--- src/rtl/irq_hub_pkg.sv ---
package irq_hub_pkg;
  localparam logic [7:0] ADR_ID   = 8'h00;
  localparam logic [7:0] ADR_PEND = 8'h08;
  localparam logic [7:0] ADR_SYS  = 8'h40;
  localparam logic [7:0] ADR_PIN  = 8'h41;
  localparam logic [7:0] ADR_EN   = 8'h42;
  localparam logic [7:0] ADR_ACK  = 8'h44;

  localparam int SYS_SRST  = 7;
  localparam int SYS_STBY  = 6;
  localparam int SYS_ALT   = 3;
  localparam int SYS_MEAS  = 2;
  localparam int SYS_TOUCH = 1;
  localparam int SYS_GPIO  = 0;
  localparam logic [7:0] SYS_WMASK = 8'h4F;

  localparam int PIN_PP  = 0;
  localparam int PIN_POL = 1;
  localparam int PIN_W   = 2;
endpackage

--- src/rtl/irq_hub_regs.sv ---
module irq_hub_regs
  import irq_hub_pkg::*;
#(
  parameter int AW = 8,
  parameter int DW = 8
) (
  input  logic              clk_i,
  input  logic              rst_ni,
  input  logic              we_i,
  input  logic [AW-1:0]     addr_i,
  input  logic [DW-1:0]     wdata_i,
  output logic              srst_o,
  output logic [DW-1:0]     sys_o,
  output logic [PIN_W-1:0]  pin_cfg_o,
  output logic [DW-1:0]     en_o
);
  logic [DW-1:0]    sys_q, en_q;
  logic [PIN_W-1:0] pin_q;

  assign srst_o = we_i && (addr_i == AW'(ADR_SYS)) && wdata_i[SYS_SRST];

  always_ff @(posedge clk_i or negedge rst_ni) begin
    if (!rst_ni) begin
      sys_q <= '0;
      en_q  <= '0;
      pin_q <= '0;
    end else if (srst_o) begin
      sys_q <= '0;
      en_q  <= '0;
      pin_q <= '0;
    end else if (we_i) begin
      if (addr_i == AW'(ADR_SYS)) sys_q <= wdata_i & DW'(SYS_WMASK);
      if (addr_i == AW'(ADR_PIN)) pin_q <= wdata_i[PIN_W-1:0];
      if (addr_i == AW'(ADR_EN))  en_q  <= wdata_i;
    end
  end

  assign sys_o     = sys_q;
  assign en_o      = en_q;
  assign pin_cfg_o = pin_q;

  AST_SRST_DEFAULTS: assert property (@(posedge clk_i) disable iff (!rst_ni)
    srst_o |=> (sys_o == '0 && en_o == '0 && pin_cfg_o == '0));
  AST_SRST_SELF_CLEAR: assert property (@(posedge clk_i) disable iff (!rst_ni)
    !sys_o[SYS_SRST]);
endmodule

--- src/rtl/irq_hub_pend.sv ---
module irq_hub_pend #(
  parameter int N = 8
) (
  input  logic         clk_i,
  input  logic         rst_ni,
  input  logic         clr_i,
  input  logic [N-1:1] en_i,
  input  logic [N-1:1] evt_i,
  input  logic [N-1:1] ack_i,
  output logic [N-1:1] pend_o
);
  logic [N-1:1] pend_q;

  for (genvar k = 1; k < N; k++) begin : g_bit
    logic set;
    assign set = evt_i[k] && en_i[k];

    always_ff @(posedge clk_i or negedge rst_ni) begin
      if (!rst_ni)        pend_q[k] <= 1'b0;
      else if (clr_i)     pend_q[k] <= 1'b0;
      else if (set)       pend_q[k] <= 1'b1;   // set beats a same-cycle ack
      else if (ack_i[k])  pend_q[k] <= 1'b0;
    end

    AST_SET_NEEDS_EN: assert property (@(posedge clk_i) disable iff (!rst_ni)
      (pend_q[k] && !$past(pend_q[k])) |-> $past(evt_i[k] && en_i[k]));
    AST_ACK_CLEARS: assert property (@(posedge clk_i) disable iff (!rst_ni)
      (ack_i[k] && !(evt_i[k] && en_i[k])) |=> !pend_q[k]);
    AST_EVT_BEATS_ACK: assert property (@(posedge clk_i) disable iff (!rst_ni)
      (ack_i[k] && evt_i[k] && en_i[k] && !clr_i) |=> pend_q[k]);
  end

  assign pend_o = pend_q;
endmodule

--- src/rtl/irq_hub_pin.sv ---
module irq_hub_pin (
  input  logic clk_i,
  input  logic rst_ni,
  input  logic active_i,
  input  logic push_pull_i,
  input  logic act_high_i,
  output logic oe_o,
  output logic do_o
);
  logic level;

  assign level = act_high_i ? active_i : !active_i;

  always_comb begin
    if (push_pull_i) begin
      oe_o = 1'b1;
      do_o = level;
    end else begin
      oe_o = !level;   // open-drain: drive low only
      do_o = 1'b0;
    end
  end

  AST_PP_DRIVEN: assert property (@(posedge clk_i) disable iff (!rst_ni)
    push_pull_i |-> oe_o);
  AST_OD_NEVER_HIGH: assert property (@(posedge clk_i) disable iff (!rst_ni)
    (!push_pull_i && oe_o) |-> !do_o);
endmodule

--- src/rtl/irq_hub.sv ---
module irq_hub
  import irq_hub_pkg::*;
#(
  parameter int          AW      = 8,
  parameter int          DW      = 8,
  parameter logic [7:0]  CHIP_ID = 8'h7B
) (
  input  logic          clk_i,
  input  logic          rst_ni,
  input  logic          we_i,
  input  logic [AW-1:0] addr_i,
  input  logic [DW-1:0] wdata_i,
  output logic [DW-1:0] rdata_o,
  input  logic [DW-1:1] evt_i,
  input  logic          gpio_irq_i,
  output logic          standby_o,
  output logic          alt_gpio_o,
  output logic          meas_en_o,
  output logic          touch_en_o,
  output logic          gpio_en_o,
  output logic          irq_oe_o,
  output logic          irq_do_o
);
  logic             srst;
  logic [DW-1:0]    sys, en, pend_all;
  logic [PIN_W-1:0] pin_cfg;
  logic [DW-1:1]    ack, pend;
  logic             active;

  irq_hub_regs #(.AW(AW), .DW(DW)) u_regs (
    .clk_i, .rst_ni, .we_i, .addr_i, .wdata_i,
    .srst_o(srst), .sys_o(sys), .pin_cfg_o(pin_cfg), .en_o(en)
  );

  assign ack = (we_i && addr_i == AW'(ADR_ACK)) ? wdata_i[DW-1:1] : '0;

  irq_hub_pend #(.N(DW)) u_pend (
    .clk_i, .rst_ni, .clr_i(srst),
    .en_i(en[DW-1:1]), .evt_i, .ack_i(ack), .pend_o(pend)
  );

  assign pend_all = {pend, gpio_irq_i};
  assign active   = |(pend_all & en);

  irq_hub_pin u_pin (
    .clk_i, .rst_ni, .active_i(active),
    .push_pull_i(pin_cfg[PIN_PP]), .act_high_i(pin_cfg[PIN_POL]),
    .oe_o(irq_oe_o), .do_o(irq_do_o)
  );

  assign standby_o  = sys[SYS_STBY];
  assign alt_gpio_o = sys[SYS_ALT];
  assign meas_en_o  = sys[SYS_MEAS];
  assign touch_en_o = sys[SYS_TOUCH];
  assign gpio_en_o  = sys[SYS_GPIO];

  always_comb begin
    unique case (addr_i)
      AW'(ADR_ID):   rdata_o = DW'(CHIP_ID);
      AW'(ADR_SYS):  rdata_o = sys;
      AW'(ADR_PIN):  rdata_o = DW'(pin_cfg);
      AW'(ADR_EN):   rdata_o = en;
      AW'(ADR_PEND): rdata_o = pend_all;
      default:       rdata_o = '0;
    endcase
  end

  AST_IDLE_NOT_ASSERTED: assert property (@(posedge clk_i) disable iff (!rst_ni)
    (en == '0) |-> (pin_cfg[PIN_PP] ? (irq_do_o == !pin_cfg[PIN_POL]) : (irq_oe_o == pin_cfg[PIN_POL])));
  AST_GPIO_MIRROR: assert property (@(posedge clk_i) disable iff (!rst_ni)
    (addr_i == AW'(ADR_PEND)) |-> (rdata_o[0] == gpio_irq_i));
endmodule

--- config.mk ---
export PLATFORM = sky130hd
export DESIGN_NAME = irq_hub
export DESIGN_NICKNAME = d
export VERILOG_FILES = /design/src/rtl/irq_hub_pkg.sv /design/src/rtl/irq_hub_regs.sv /design/src/rtl/irq_hub_pend.sv /design/src/rtl/irq_hub_pin.sv /design/src/rtl/irq_hub.sv
export SDC_FILE = /design/constraint.sdc
export NUM_CORES = 1
export LEC_CHECK = 0
export CAP_MARGIN = 20
export CORE_AREA = 2 2 68 70
export CTS_BUF_LIST = sky130_fd_sc_hd__clkbuf_4 sky130_fd_sc_hd__clkbuf_8
export CTS_CLUSTER_DIAMETER = 150
export DETAILED_ROUTE_END_ITERATION = 6
export DIE_AREA = 0 0 70 72
export PLACE_DENSITY = 0.63
export SYNTH_ARGS = -nofsm -noshare
export SYNTH_HDL_FRONTEND = slang
export SYNTH_SLANG_ARGS = --single-unit
export TNS_END_PERCENT = 20
--- constraint.sdc ---
create_clock -name clk_i -period 1.9 [get_ports clk_i]
set_input_delay 0.285 -clock clk_i [delete_from_list [all_inputs] [get_ports clk_i]]
set_output_delay 0.285 -clock clk_i [all_outputs]
set_load 0.01 [all_outputs]
### Word-level counts from Yosys, hierarchy flattened

Index checks and enable logic that the tools add are counted.

* word-level logic and storage cells: 79
* flip-flop bits (word level): 25
* output and inout port bits: 15

* bitwise gates (word level): 1
* reductions and logical operators: 28
* equality and inequality tests: 5
* mux-type cells: 35

Operators by type and width (count)
* $mux 8: 6
* $pmux 8 s5: 1
* $eq 8x7->1 const B: 4
* $mux 1: 24
* $reduce_bool 3->1: 7
* $logic_and 1x1->1: 10
* $and 8x8->8: 1
* $eq 8x4->1 const B: 1
* $logic_not 8->1: 1
* $reduce_bool 2->1: 4
* $reduce_or 8->1: 1
* $mux 7: 1
* $mux 2: 3
* $reduce_and 2->1: 3
* $logic_not 1->1: 2

### Depth between registers and ports, before layout

* depth in word-level cells: 6
* gate-level depth with buffers: 6
* mapped depth without buffers: 4

### Cells and area by module

A second synthesis with hierarchy kept.

* cell total of the unflattened synthesis: 145
* area, all modules: 1466.4 sq um

Modules (own cells, without submodules)
* irq_hub_regs: instances 1, cells each 57, seq. area each 375.4 sq um, area an instance 693.2 sq um
* irq_hub: instances 1, cells each 57, seq. area each 0.0 sq um, area an instance 419.2 sq um
* irq_hub_pend: instances 1, cells each 28, seq. area each 175.2 sq um, area an instance 332.8 sq um
* irq_hub_pin: instances 1, cells each 3, seq. area each 0.0 sq um, area an instance 21.3 sq um

### Worst setup path after synthesis

OpenSTA, ideal clock, no wires.

* path kind: input to output
* start point: input port addr_i[5]
* end point: output port rdata_o[1]
* stages: 5
* buffers on the path: 1
* required time: 1615 ps
* arrival: 1703 ps
* setup slack: -88 ps
* cell sequence: or4_4 or3_1 clkbuf_1 nor2_1 a221o_1

* longest elaborated chain between the ends: 2
* elaborated cells between the ends (all ways): 6

Ends and longest elaborated chain
* from (decl): line irq_hub.sv:11 `input logic [AW-1:0] addr_i,`
* $eq 8x4->1, or another cell as far along: line irq_hub.sv:58 `unique case (addr_i)`
* $pmux 8 s5 *: line irq_hub.sv:58
* to (decl): line irq_hub.sv:13 `output logic [DW-1:0] rdata_o,`

Every way passes the cells marked *; elsewhere a longest branch is shown, timed or not.

### Final worst setup path

Ends and elaborated chain as after synthesis.

==> flow_summary_export.csv <==
group,metric,value,unit
drt,dr_total_vias,1385,
finish,layout_common_cells,"38 x buf_4, 24 x clkdlybuf4s50_1, 22 x dfrtp_1, 20 x nand2_1, 13 x mux2i_1",
clock_network,cts_sinks,22,
timing,rsz0062_at_grt,"true",
grt,grt_pass1_vias,1446,
die,start_util,0.296,
pwr,power_leakage,0.00102,uW
finish,layout.cells.most_common,"buf_4",
pwr,irDropWorstVdd,0.000327,V
critical_path,crit_required,1620,ps
die,io_pins,42,
grt,grtUsageMet1,0.230,
grt,antenna_found_initial,0,
pwr,p_int,958,uW
grt,grt_pass1_wl,6980,microns
timing,relSlewSlack,0.738,
pwr,combPwrFrac,0.304,
grt,gr-usage-met2,0.289,
pwr,power_frac_seq,0.442,
clock_network,root_buffer,"clkbuf_8",
finish,nNetsFinal,244,
finish,area_growth,64.9,%
flow_run,drv_cap,0,
logic_synthesis,synth_cells,138,
drt,ant_nets,0,
die,chipWidth,70,microns
finish,fin_area,2080,sq um
logic_synthesis,ys_types,33,
finish,layout-drive-gt1-share,0.329,
run_status,status,"finished with violations",
critical_path,critPathLaunchType,"input port",
grt,track_usage,0.172,
logic_synthesis,synth_nets,165,
critical_path,path_max_fanout,4,
critical_path,cp-end-kind,"output pin",
timing,tns,-1510,ps
pwr,p_sw,362,uW
grt,use_met3,0.0361,
timing,timing.final.crit_share,1.12,
grt,grt_start_max_net_pins,23,
clock_network,numCtsBuffers,3,
die,fp-row-count,24,
die,core_area,4260,sq um
logic_synthesis,avgSynthCellArea,9.16,sq um
die,die_y,72,microns
placed_design,pre_cts_slack,-1090,ps
timing,period_needed,2120,ps
finish,n_antenna_cell,0,
logic_synthesis,netlist_area,1260,sq um
timing,hold_violations,0,
drt,drc_errors,0,
clock_network,postCtsHoldBufs,0,
timing,drv_slew,0,
drt,first_pass_iters,4,
hold_path,hold_path_class,"in -> async",
logic_synthesis,ys_seq_area_frac,0.436,
timing,tightest_slew,390,ps
drt,wl,4090,microns
placed_design,io_buffers,41,
pwr,switching_share,0.274,
placed_design,post-dp-hpwl,3010,microns
drt,dr.first_iter.drc_count,114,
clock_network,clock_path_buffers,2,
pwr,power.density,634,nW/um^2
pwr,power.share.clock,0.254,
timing,finalSetupViolations,9,
finish,final.fill_count,402,
clock_network,clk_latency,260,ps
grt,gr-total-overflow,0,
timing,hold_ws,381,ps
finish,final_core_util,0.489,
timing,finClkSkew,4.11,ps
clock_network,cts_tree,"built",
clock_network,clk_pin_slew,80,ps
timing,finalWorstSetupSlack,-221,ps
run_status,violations,"setup timing",
critical_path,worstPathArrival,1840,ps
logic_synthesis,ys_warn_count,0,
clock_network,cts_max_level,1,
critical_path,worstSetupPathType,"in -> out",
placed_design,gp_congestion,0.851,
drt,wl_per_cell,15.2,microns
drt,vias_per_cell,5.17,
placed_design,placedInstanceArea,1970,sq um
grt,busiest_layer,"met2",
logic_synthesis,synth-seq-cells,22,
timing,fmax,471,MHz
die,dieArea,5040,sq um
## logic make-up (layout without fill, tap and decap cells)
logic type | Yosys count | count (layout) | synth area share
AO/OA/AOI/OAI | 37 | 37 | 0.195
XOR/XNOR | 1 | 1 | 0.00693
flip-flops | 22 | 22 | 0.436
buffers and inverters | 9 | 87 | 0.0337
AND/OR/NAND/NOR | 56 | 56 | 0.226
multiplexers | 13 | 13 | 0.103
## critical path, stage by stage
cell	delay [ps]
buf_6	90
or4_4	540
or3_4	380
nor2_4	150
buf_6	120
a221o_1	140
buf_2	130
## cells in the mapped netlist
cell,n,area (sq um)
a311oi_1,7,61.3
a22oi_1,4,30.0
nand2_1,20,75.1
nor4_1,2,12.5
or4_2,1,8.76
a31oi_1,1,6.26
buf_2,1,5.00
nand3_1,2,10.0
a21oi_1,8,40.0
a221o_1,1,10.0
nor2b_1,5,31.3
clkbuf_1,5,18.8
nand3b_1,1,7.51
o31ai_1,1,7.51
xor2_1,1,8.76
or4_4,2,22.5
inv_1,2,7.51
or2_2,1,6.26
nor3_1,2,10.0
and4_1,1,8.76
a32o_1,1,10.0
a22o_1,2,17.5
nand4_1,2,12.5
or3_1,1,6.26
and3_1,1,6.26
nor2_1,11,41.3
mux2i_1,13,130
nor3b_1,1,7.51
buf_6,1,11.3
o22ai_1,3,18.8
dfrtp_1,22,551
o21ai_0,9,45.0
nand2b_1,3,18.8
## final timing paths
kind	slack (ps)	depth (start not counted)	startpoint	end
min in group clk_i	500	4	addr_i[5]	u_regs.en_o[7]$_DFFE_PN0P_
worst max register to register	970	3	u_regs.en_o[3]$_DFFE_PN0P_	u_pend.pend_o[3]$_DFFE_PN0P_
worst max-delay path	-220	7	addr_i[5]	rdata_o[1]
max in group asynchronous	1290	2	rst_ni	u_regs.en_o[6]$_DFFE_PN0P_
worst min-delay path	380	2	rst_ni	u_pend.pend_o[7]$_DFFE_PN0P_
worst min register to register	520	2	u_regs.sys_o[6]$_DFFE_PN0P_	u_regs.sys_o[6]$_DFFE_PN0P_
## metal layers
layer  up-vias  part of all wire  wire length, microns
met2        50              0.48                  1950
li1        669                 -                     -
met1       662              0.45                  1820
met3         4             0.067                   272
met5         -                 0                     0
met4         0             0.011                    44
## stage by stage
stage          instances  total power (uW)
2_1_floorplan        138               727
3_3_place_gp         258               968
3_5_place_dp         258               981
4_1_cts              267              1320
5_1_grt              268              1400
6_report             268              1320
## registers in the layout, indices dropped and copies added (netlist names)
signal,cells
u_regs.sys_o,5
u_regs.en_o,8
u_regs.pin_cfg_o,2
u_pend.pend_o,7
## power by group through the flow
stage	clock network, uW	logic (uW)	registers [uW]
after floorplan	0	137	590
after global placement	0	385	583
after detailed placement	0	394	587
after CTS	341	396	578
after global routing	367	438	593
final	336	402	583
## timing repair
| item | in CTS | in global routing |
|---|---|---|
| endpoints found under the setup margin | 17 | 20 |
| hold endpoints to repair | 0 | 0 |
| gates resized for setup | 61 | 8 |
| setup buffers | 6 | 1 |
| pin swaps | 7 | 4 |
## cell type report
| cell class | instances | area (sq um) | share of cell area |
|---|---|---|---|
| Multi-Input combinational cell | 107 | 731 | 0.351 |
| Timing Repair Buffer | 81 | 674 | 0.324 |
| Sequential cell | 22 | 551 | 0.264 |
| Tap cell | 52 | 65.1 | 0.0312 |
| Clock buffer | 4 | 55.1 | 0.0264 |
| Inverter | 2 | 7.51 | 0.00360 |
No activity file was read; power rests on OpenSTA's default activity.
